**config.mk**
```make
export PLATFORM = sky130hd
export DESIGN_NAME = frame_pad_fcs
export DESIGN_NICKNAME = d
export VERILOG_FILES = /design/src/rtl/fpf_pkg.sv /design/src/rtl/fpf_crc32.sv /design/src/rtl/fpf_len_cnt.sv /design/src/rtl/frame_pad_fcs.sv
export SDC_FILE = /design/constraint.sdc
export NUM_CORES = 1
export LEC_CHECK = 0
export CORE_MARGIN = 5
export CORE_UTILIZATION = 64
export DETAILED_ROUTE_END_ITERATION = 10
export GPL_TIMING_DRIVEN = 0
export MAX_ROUTING_LAYER = met4
export PLACE_DENSITY = 0.87
export SYNTH_ARGS = -nofsm -noshare
export SYNTH_HDL_FRONTEND = slang
export SYNTH_SLANG_ARGS = --single-unit
```
**constraint.sdc**
```tcl
create_clock -name clk -period 8.3 [get_ports clk]
set_clock_uncertainty 0.05 [all_clocks]
set_input_delay 1.66 -clock clk [delete_from_list [all_inputs] [get_ports clk]]
set_output_delay 1.66 -clock clk [all_outputs]
set_load 0.02 [all_outputs]
```
**src/rtl/fpf_pkg.sv**
```systemverilog
package fpf_pkg;

   localparam logic [31:0] FCS_POLY = 32'hEDB88320;

   typedef enum logic [1:0] {
      PH_DATA = 2'd0,
      PH_PAD  = 2'd1,
      PH_FCS  = 2'd2
   } phase_t;

   // one byte through the reflected CRC-32, one bit at a time
   function automatic logic [31:0] crc_step_bits(input logic [31:0] c_in,
                                                 input logic [7:0]  d);
      logic [31:0] c;
      c = c_in ^ {24'd0, d};
      for (int k = 0; k < 8; k++) begin
         c = c[0] ? ((c >> 1) ^ FCS_POLY) : (c >> 1);
      end
      return c;
   endfunction

   // remainder of a 4-bit value shifted four times through the polynomial
   function automatic logic [31:0] crc_nib_entry(input logic [3:0] n);
      logic [31:0] c;
      c = {28'd0, n};
      for (int k = 0; k < 4; k++) begin
         c = c[0] ? ((c >> 1) ^ FCS_POLY) : (c >> 1);
      end
      return c;
   endfunction

endpackage

```
**src/rtl/fpf_crc32.sv**
```systemverilog
module fpf_crc32 #(
   parameter int DATA_W    = 8,
   parameter bit NIB_TABLE = 1'b0
) (
   input  logic              clk,
   input  logic              rst_n,
   input  logic              clr,
   input  logic              en,
   input  logic [DATA_W-1:0] din,
   output logic [31:0]       crc_q
);
   import fpf_pkg::*;

   logic [31:0] crc_nxt;

   generate
      if (DATA_W != 8) begin : g_bad_width
         $error("fpf_crc32: DATA_W must be 8");
      end
      if (NIB_TABLE) begin : g_nibble
         logic [31:0] half;
         always_comb begin
            half    = (crc_q >> 4) ^ crc_nib_entry(crc_q[3:0] ^ din[3:0]);
            crc_nxt = (half >> 4) ^ crc_nib_entry(half[3:0] ^ din[7:4]);
         end
      end else begin : g_bitwise
         always_comb crc_nxt = crc_step_bits(crc_q, din);
      end
   endgenerate

   always_ff @(posedge clk or negedge rst_n) begin
      if (!rst_n)      crc_q <= '1;
      else if (clr)    crc_q <= '1;
      else if (en)     crc_q <= crc_nxt;
   end

endmodule

```
**src/rtl/fpf_len_cnt.sv**
```systemverilog
module fpf_len_cnt #(
   parameter int LIMIT = 60,
   parameter int CW    = $clog2(LIMIT + 1)
) (
   input  logic          clk,
   input  logic          rst_n,
   input  logic          clr,
   input  logic          inc,
   output logic [CW-1:0] cnt
);
   localparam logic [CW-1:0] LIM_V = CW'(LIMIT);

   generate
      if (LIMIT < 1) begin : g_bad_limit
         $error("fpf_len_cnt: LIMIT must be positive");
      end
   endgenerate

   always_ff @(posedge clk or negedge rst_n) begin
      if (!rst_n)                    cnt <= '0;
      else if (clr)                  cnt <= '0;
      else if (inc && cnt != LIM_V)  cnt <= cnt + 1'b1;
   end

endmodule

```
**src/rtl/frame_pad_fcs.sv**
```systemverilog
module frame_pad_fcs #(
   parameter int DATA_W    = 8,
   parameter int MIN_FRAME = 64,
   parameter bit NIB_TABLE = 1'b0
) (
   input  logic              clk,
   input  logic              rst_n,
   input  logic              in_valid,
   output logic              in_ready,
   input  logic [DATA_W-1:0] in_data,
   input  logic              in_first,
   input  logic              in_last,
   input  logic              in_nopad,
   input  logic              in_nocrc,
   output logic              out_valid,
   input  logic              out_ready,
   output logic [DATA_W-1:0] out_data,
   output logic              out_first,
   output logic              out_last
);
   import fpf_pkg::*;

   localparam int FCS_BYTES = 4;
   localparam int PAY_MIN   = MIN_FRAME - FCS_BYTES;
   localparam int CW        = $clog2(PAY_MIN + 1);
   localparam logic [CW:0] PAY_MIN_V = (CW + 1)'(PAY_MIN);

   generate
      if (MIN_FRAME <= FCS_BYTES) begin : g_bad_min
         $error("frame_pad_fcs: MIN_FRAME must exceed the FCS length");
      end
      if (DATA_W != 8) begin : g_bad_dw
         $error("frame_pad_fcs: byte stream only");
      end
   endgenerate

   phase_t         ph;
   logic           nopad_q, nocrc_q;
   logic [1:0]     fidx;
   logic [CW-1:0]  cnt;
   logic [CW:0]    cnt_plus;
   logic [31:0]    crc_q;
   logic [31:0]    fcs_word;
   logic           nopad_eff, nocrc_eff;
   logic           short_after, need_pad, need_fcs;
   logic           hs, frame_end, feed;
   logic           ins_busy, pad_on;

   // per-frame flags: live on the first byte, held afterwards
   assign nopad_eff   = in_first ? in_nopad : nopad_q;
   assign nocrc_eff   = in_first ? in_nocrc : nocrc_q;
   assign cnt_plus    = {1'b0, cnt} + 1'b1;
   assign short_after = (cnt_plus < PAY_MIN_V);
   assign need_pad    = short_after && !nopad_eff;
   assign need_fcs    = need_pad || !nocrc_eff;
   assign fcs_word    = ~crc_q;

   always_comb begin
      in_ready  = 1'b0;
      out_valid = 1'b0;
      out_data  = '0;
      out_first = 1'b0;
      out_last  = 1'b0;
      unique case (ph)
         PH_DATA: begin
            out_valid = in_valid;
            out_data  = in_data;
            out_first = in_first;
            out_last  = in_last && !need_fcs;
            in_ready  = out_ready;
         end
         PH_PAD: begin
            out_valid = 1'b1;
         end
         PH_FCS: begin
            out_valid = 1'b1;
            out_data  = fcs_word[{fidx, 3'b000} +: 8];
            out_last  = (fidx == 2'd3);
         end
         default: begin
            out_valid = 1'b0;
         end
      endcase
   end

   assign hs        = out_valid && out_ready;
   assign frame_end = hs && out_last;
   assign feed      = hs && (ph != PH_FCS);
   assign ins_busy  = (ph != PH_DATA);
   assign pad_on    = (ph == PH_PAD);

   fpf_crc32 #(
      .DATA_W    (DATA_W),
      .NIB_TABLE (NIB_TABLE)
   ) u_crc (
      .clk   (clk),
      .rst_n (rst_n),
      .clr   (frame_end),
      .en    (feed),
      .din   (out_data),
      .crc_q (crc_q)
   );

   fpf_len_cnt #(
      .LIMIT (PAY_MIN),
      .CW    (CW)
   ) u_len (
      .clk   (clk),
      .rst_n (rst_n),
      .clr   (frame_end),
      .inc   (feed),
      .cnt   (cnt)
   );

   always_ff @(posedge clk or negedge rst_n) begin
      if (!rst_n) begin
         ph      <= PH_DATA;
         nopad_q <= 1'b0;
         nocrc_q <= 1'b0;
         fidx    <= '0;
      end else if (hs) begin
         unique case (ph)
            PH_DATA: begin
               if (in_first) begin
                  nopad_q <= in_nopad;
                  nocrc_q <= in_nocrc;
               end
               fidx <= '0;
               if (in_last) begin
                  if (need_pad)      ph <= PH_PAD;
                  else if (need_fcs) ph <= PH_FCS;
               end
            end
            PH_PAD: begin
               if (cnt_plus >= PAY_MIN_V) ph <= PH_FCS;
            end
            PH_FCS: begin
               fidx <= fidx + 1'b1;
               if (fidx == 2'd3) ph <= PH_DATA;
            end
            default: ph <= PH_DATA;
         endcase
      end
   end

endmodule

```
==> out/results.ini, run 1 <==
[status]
status=completed

[global_routing]
track_usage_pct=26.4
grt-ovfl-total=0
grt_pass1_wl_um=14100
grt_pass1_vias=2800
antenna_found_initial=0
grt_max_degree=37

[setup_path]
start_kind=input pin
crit_path_top_delay_cell=clkdlybuf4s50_1
cp_num_cells=6
critPathMaxFanout=4
end_kind=primary output
path_cells=clkdlybuf4s50_1, mux2i_1, inv_1, o31ai_1, nand2_1, clkdlybuf4s50_1
crit_top_cell=clkdlybuf4s50_1
critPathRequiredTime_ns=6.59
crit_family=buffers and inverters
ff2ff_path_depth=8
cp_data_arrival_time_ns=3.60
path_class=in -> out
timing.critical_path.slowest_cell_delay_ns=0.58
path_buf_inv=3

[logic_synthesis]
synth_cells=327
syn_nets=350
syn_area_um2=3430
ys_warn_count=0
yosysUniqueCellTypes=47
syn_area_per_cell_um2=10.5
synth_seq_area_share_pct=33.2
synth_seq_cells=44
yosys.area.top_type=dfstp_2
synth_top_area_share_pct=24.5
netlist_top_cells_area=dfstp_2 (24%), dfrtp_1 (8.7%), xnor2_1 (8.7%)

[timing]
rsz0062_at_grt=no
tightest_slew_ns=0.989
hold_ws_ns=0.465
finalHoldViolCount=0
relSlewSlack_pct=33.9
finalSetupViolations=0
finalCritPeriodShare_pct=64.0
fin_setup_tns_ns=0
fmax_ghz=0.188
maxSlewViolCount=0
finalWorstSetupSlack_ns=2.99
period_minus_slack_ns=5.31

[placement]
place_hpwl_um=6260
place_inst=425
finalWeightedCongestion=0.898
pre_cts_slack_ns=2.99
portBuffers=27

[clock_tree]
cts_setup_buffers=0
clock_path_buffers=2
path_clk_slew_ns=0.08
cts_tree=done
cts_root_buf=clkbuf_8
cts_buffers=5
htree_levels=2
clock_latency_ns=0.30
clock_sinks=44
hold_buffers=0
cts_resized=0

[floorplan]
start_util_pct=66.4
core_area_um2=5170
rows=26
die_x_um=83.3
die_area_um2=6930
die_y_um=83.3
io-pin-count=28

[detailed_routing]
vias=2761
drtAntennaViolNets=0
drt-vias-per-instance=6.38
drc=0
routedWlPerCell_um=20.3
finalWirelength_um=8780
drtPass1Iterations=5
drt_iter0_markers=227

[layout]
final_common_cell=nand2_1
antennaDiodeCount=0
most-common-layout-cells=nand2_1 (44), xnor2_1 (34), dfstp_2 (32)
layout-drive-gt1-share_pct=21.2
fill_cells=356
fin_nets=385
syn_to_final_growth_pct=13.6
instances_no_fill=433

[flow_run]
maxCapViolCount=0

[hold_path]
hold_path_class=reg -> reg
holdPathStages=1

-- state kept, by name, summed over array words and instances, names as in the netlist --
signal	cells
fidx	2
nocrc_q	1
nopad_q	1
ph	2
u_crc.crc_q	32
u_len.cnt	6
-- final timing paths --
kind / end / slack, ns / startpoint
worst max register to register: u_crc.crc_q[8] / 4.76 / ph[1]
worst min-delay path: nopad_q / 0.46 / nopad_q
min in group asynchronous: nocrc_q / 1.16 / rst_n
worst max-delay path: out_last / 2.99 / in_first
max in group asynchronous: u_crc.crc_q[4] / 6.49 / rst_n
worst min register to register: nopad_q / 0.46 / nopad_q
-- worst reg2reg max path, stage by stage, from the launching register on --
cell	delay, ns
dfrtp_1	0.41
inv_1	0.12
ha_1	0.30
clkbuf_1	0.49
a21oi_1	0.17
nor3b_1	0.83
nand2_1	0.52
clkbuf_1	0.38
o211ai_1	0.19
-- final cells by class --
cell class,count,area [µm²],area share [%]
multi-input combinational,255,2160,55.4
timing repair buffer,28,285,7.31
sequential,44,1140,29.3
buffer,17,90.1,2.31
clock inverter,2,10.0,0.257
clock buffer,6,82.6,2.12
tap,70,87.6,2.25
inverter,11,41.3,1.06
-- metrics by stage --
| step | cell area [µm²] | utilization (%) |
|---|---|---|
| CTS | 3900 | 75.4 |
| detailed placement | 3810 | 73.6 |
| global route | 3900 | 75.4 |
| finish | 3900 | 75.4 |
| floorplan | 3430 | - |
| global placement | 3790 | 73.3 |
-- cell families (layout without fill, tap and decap cells) --
group           count (synthesis)  count (layout)  synth area share, %
compound gates                 75              75                 15.9
xor+xnor                       62              62                 19.9
fa+ha+maj                       7               7                 2.55
buf+inv                        28              64                 3.82
flops                          44              44                 33.2
mux                            29              29                 13.9
simple gates                   82              82                 10.8
-- metal layers --
metal,part of all wire (%),global-route usage [%],vias to the layer above
li1,-,-,1227
met1,42,33.8,1350
met2,47,40.8,139
met3,7.5,6.53,45
met4,3.2,9.21,0
met5,0,-,-
-- synthesized netlist by cell type (all sizes together) --
| library cell | n |
|---|---|
| a211o | 1 |
| a211oi | 1 |
| a21bo | 2 |
| a21o | 2 |
| a21oi | 15 |
| a221oi | 8 |
| a22o | 2 |
| a31oi | 1 |
| a32o | 1 |
| and2 | 14 |
| buf | 6 |
| clkbuf | 11 |
| dfrtp | 12 |
| dfstp | 32 |
| ha | 7 |
| inv | 11 |
| mux2 | 3 |
| mux2i | 18 |
| mux4 | 8 |
| nand2 | 44 |
| nand2b | 2 |
| nand3 | 3 |
| nand3b | 1 |
| nand4 | 2 |
| nor2 | 12 |
| nor2b | 1 |
| nor3 | 1 |
| nor3b | 1 |
| o211a | 1 |
| o211ai | 27 |
| o21ai | 3 |
| o21bai | 8 |
| o221ai | 1 |
| o31ai | 2 |
| or3 | 1 |
| xnor2 | 35 |
| xor2 | 23 |
| xor3 | 4 |
Power of run 1 is not shown: default switching activity piles up to over one toggle a cycle in this logic, so the estimate is an artifact.
==> run 2: changes to the inputs <==
--- a/config.mk
+++ b/config.mk
@@ -6,11 +6,11 @@
 export NUM_CORES = 1
 export LEC_CHECK = 0
 export CORE_MARGIN = 5
-export CORE_UTILIZATION = 64
+export CORE_UTILIZATION = 59
 export DETAILED_ROUTE_END_ITERATION = 10
 export GPL_TIMING_DRIVEN = 0
 export MAX_ROUTING_LAYER = met4
-export PLACE_DENSITY = 0.87
+export PLACE_DENSITY = 0.81
 export SYNTH_ARGS = -nofsm -noshare
 export SYNTH_HDL_FRONTEND = slang
 export SYNTH_SLANG_ARGS = --single-unit
==> constraint.sdc (replaced) <==
create_clock -name clk -period 5.4 [get_ports clk]
set_clock_uncertainty 0.05 [all_clocks]
set_input_delay 1.08 -clock clk [delete_from_list [all_inputs] [get_ports clk]]
set_output_delay 1.08 -clock clk [all_outputs]
set_load 0.02 [all_outputs]
==> run 2 against run 1 <==
- register-to-register slack got worse by 2.8 ns
- routed wire length fell by 0.51%
- sequential cell count did not move
- non-clock buffer count did not move
- count of clock-buffer cells in the layout did not move
- utilization fell by 5.4 points
- die area rose by 7.4%
- worst hold slack got worse by 0.0014 ns
- critical path depth did not move
==> out/results.ini, run 2 (synthesis results as in run 1) <==
[status]
status=completed

[setup_path]
reg2reg_to=u_crc.crc_q[8]
r2r_slack_ns=1.98
critPathMaxFanout=4
crit_top_cell=clkdlybuf4s50_1
start_kind=input pin
startpoint=in_first
cp_data_arrival_time_ns=3.03
path_cells=clkdlybuf4s50_1, mux2i_1, inv_1, o31ai_1, nand2_1, clkdlybuf4s50_1
end_kind=primary output
crit_path_top_delay_cell=clkdlybuf4s50_1
endpoint=out_last
critPathRequiredTime_ns=4.27
ff2ff_path_depth=8
path_class=in -> out
timing.critical_path.slowest_cell_delay_ns=0.58
r2r-start=ph[0]

[clock_tree]
clock_path_buffers=2
clock_latency_ns=0.30
cts_setup_buffers=0
htree_levels=2
path_clk_slew_ns=0.09
hold_buffers=0
cts_buffers=5
cts_resized=0
cts_tree=done
cts_root_buf=clkbuf_8
clock_sinks=44

[timing]
finalHoldViolCount=0
maxSlewViolCount=0
finalCritPeriodShare_pct=77.0
period_minus_slack_ns=4.16
relSlewSlack_pct=33.8
rsz0062_at_grt=no
tightest_slew_ns=0.991
fmax_ghz=0.241
fin_setup_tns_ns=0
finalSetupViolations=0

[layout]
layout-drive-gt1-share_pct=21.2
reg_top3=u_crc.crc_q x32, u_len.cnt x6
instances_no_fill=435
syn_to_final_growth_pct=13.6
top_register=u_crc.crc_q
final_common_cell=nand2_1
regArea_um2=1140
fin_nets=385
most-common-layout-cells=nand2_1 (44), xnor2_1 (34), dfstp_2 (32)
largest_reg_flops=32
fin_util_pct=70.0
fill_cells=438
multi_input_area_um2=2160
antennaDiodeCount=0

[placement]
finalWeightedCongestion=0.887
place_hpwl_um=6450
portBuffers=27
place_inst=427

[global_routing]
grt_max_degree=30
track_usage_pct=25.8
grt-ovfl-total=0
grt_pass1_wl_um=14500
antenna_found_initial=0
grt_pass1_vias=2737

[detailed_routing]
drt_iter0_markers=231
drtAntennaViolNets=0
route.met3.wl_um=483
drt-vias-per-instance=6.26
drc=0
finalWirelength_um=8740
vias=2723
routedWlPerCell_um=20.1
drtPass1Iterations=5
top_layer_used=met4
wl_met1_um=3890
wl_met2_um=4210

[floorplan]
io-pin-count=28
die_y_um=86.3
start_util_pct=61.6
die_area_um2=7450
die_x_um=86.3
core_area_um2=5570
rows=27

[hold_path]
hold_path_class=reg -> reg
holdPathStages=1

[flow_run]
maxCapViolCount=0

-- run 2: routing by layer --
metal / up-vias / track usage, %
met5: - / -
met3: 19 / 4.47
met1: 1357 / 35.3
li1: 1235 / -
met4: 0 / 6.52
met2: 112 / 40.2
-- run 2: worst max-delay path: cells and delay by family --
family | cells | cell delay, ns
compound gates | 1 | 0.35
mux | 1 | 0.25
simple gates | 1 | 0.18
buf+inv | 3 | 1.18
-- run 2: metrics by stage --
stage	area [µm²]	hold slack (ns)	setup slack [ns]
finish	3900	0.464	1.24
global route	3900	0.490	1.17
CTS	3900	0.466	1.24
detailed placement	3810	0.447	1.24
global placement	3790	0.437	1.29
floorplan	3430	0.430	2.38
-- run 2: final cells by class --
cell class | instances | area share, %
sequential | 44 | 29.2
clock buffer | 6 | 2.12
timing repair buffer | 28 | 7.31
clock inverter | 2 | 0.256
buffer | 17 | 2.31
tap | 72 | 2.31
multi-input combinational | 255 | 55.4
inverter | 11 | 1.06
-- run 2: how the worst min path moves through the flow --
stage	startpoint	endpoint	slack [ns]
floorplan	nocrc_q	nocrc_q	0.43
global placement	nopad_q	nopad_q	0.44
detailed placement	nocrc_q	nocrc_q	0.45
CTS	nocrc_q	nocrc_q	0.47
global route	u_crc.crc_q[6]	u_crc.crc_q[6]	0.49
finish	nocrc_q	nocrc_q	0.46
Power of run 2 is left out for the same reason.
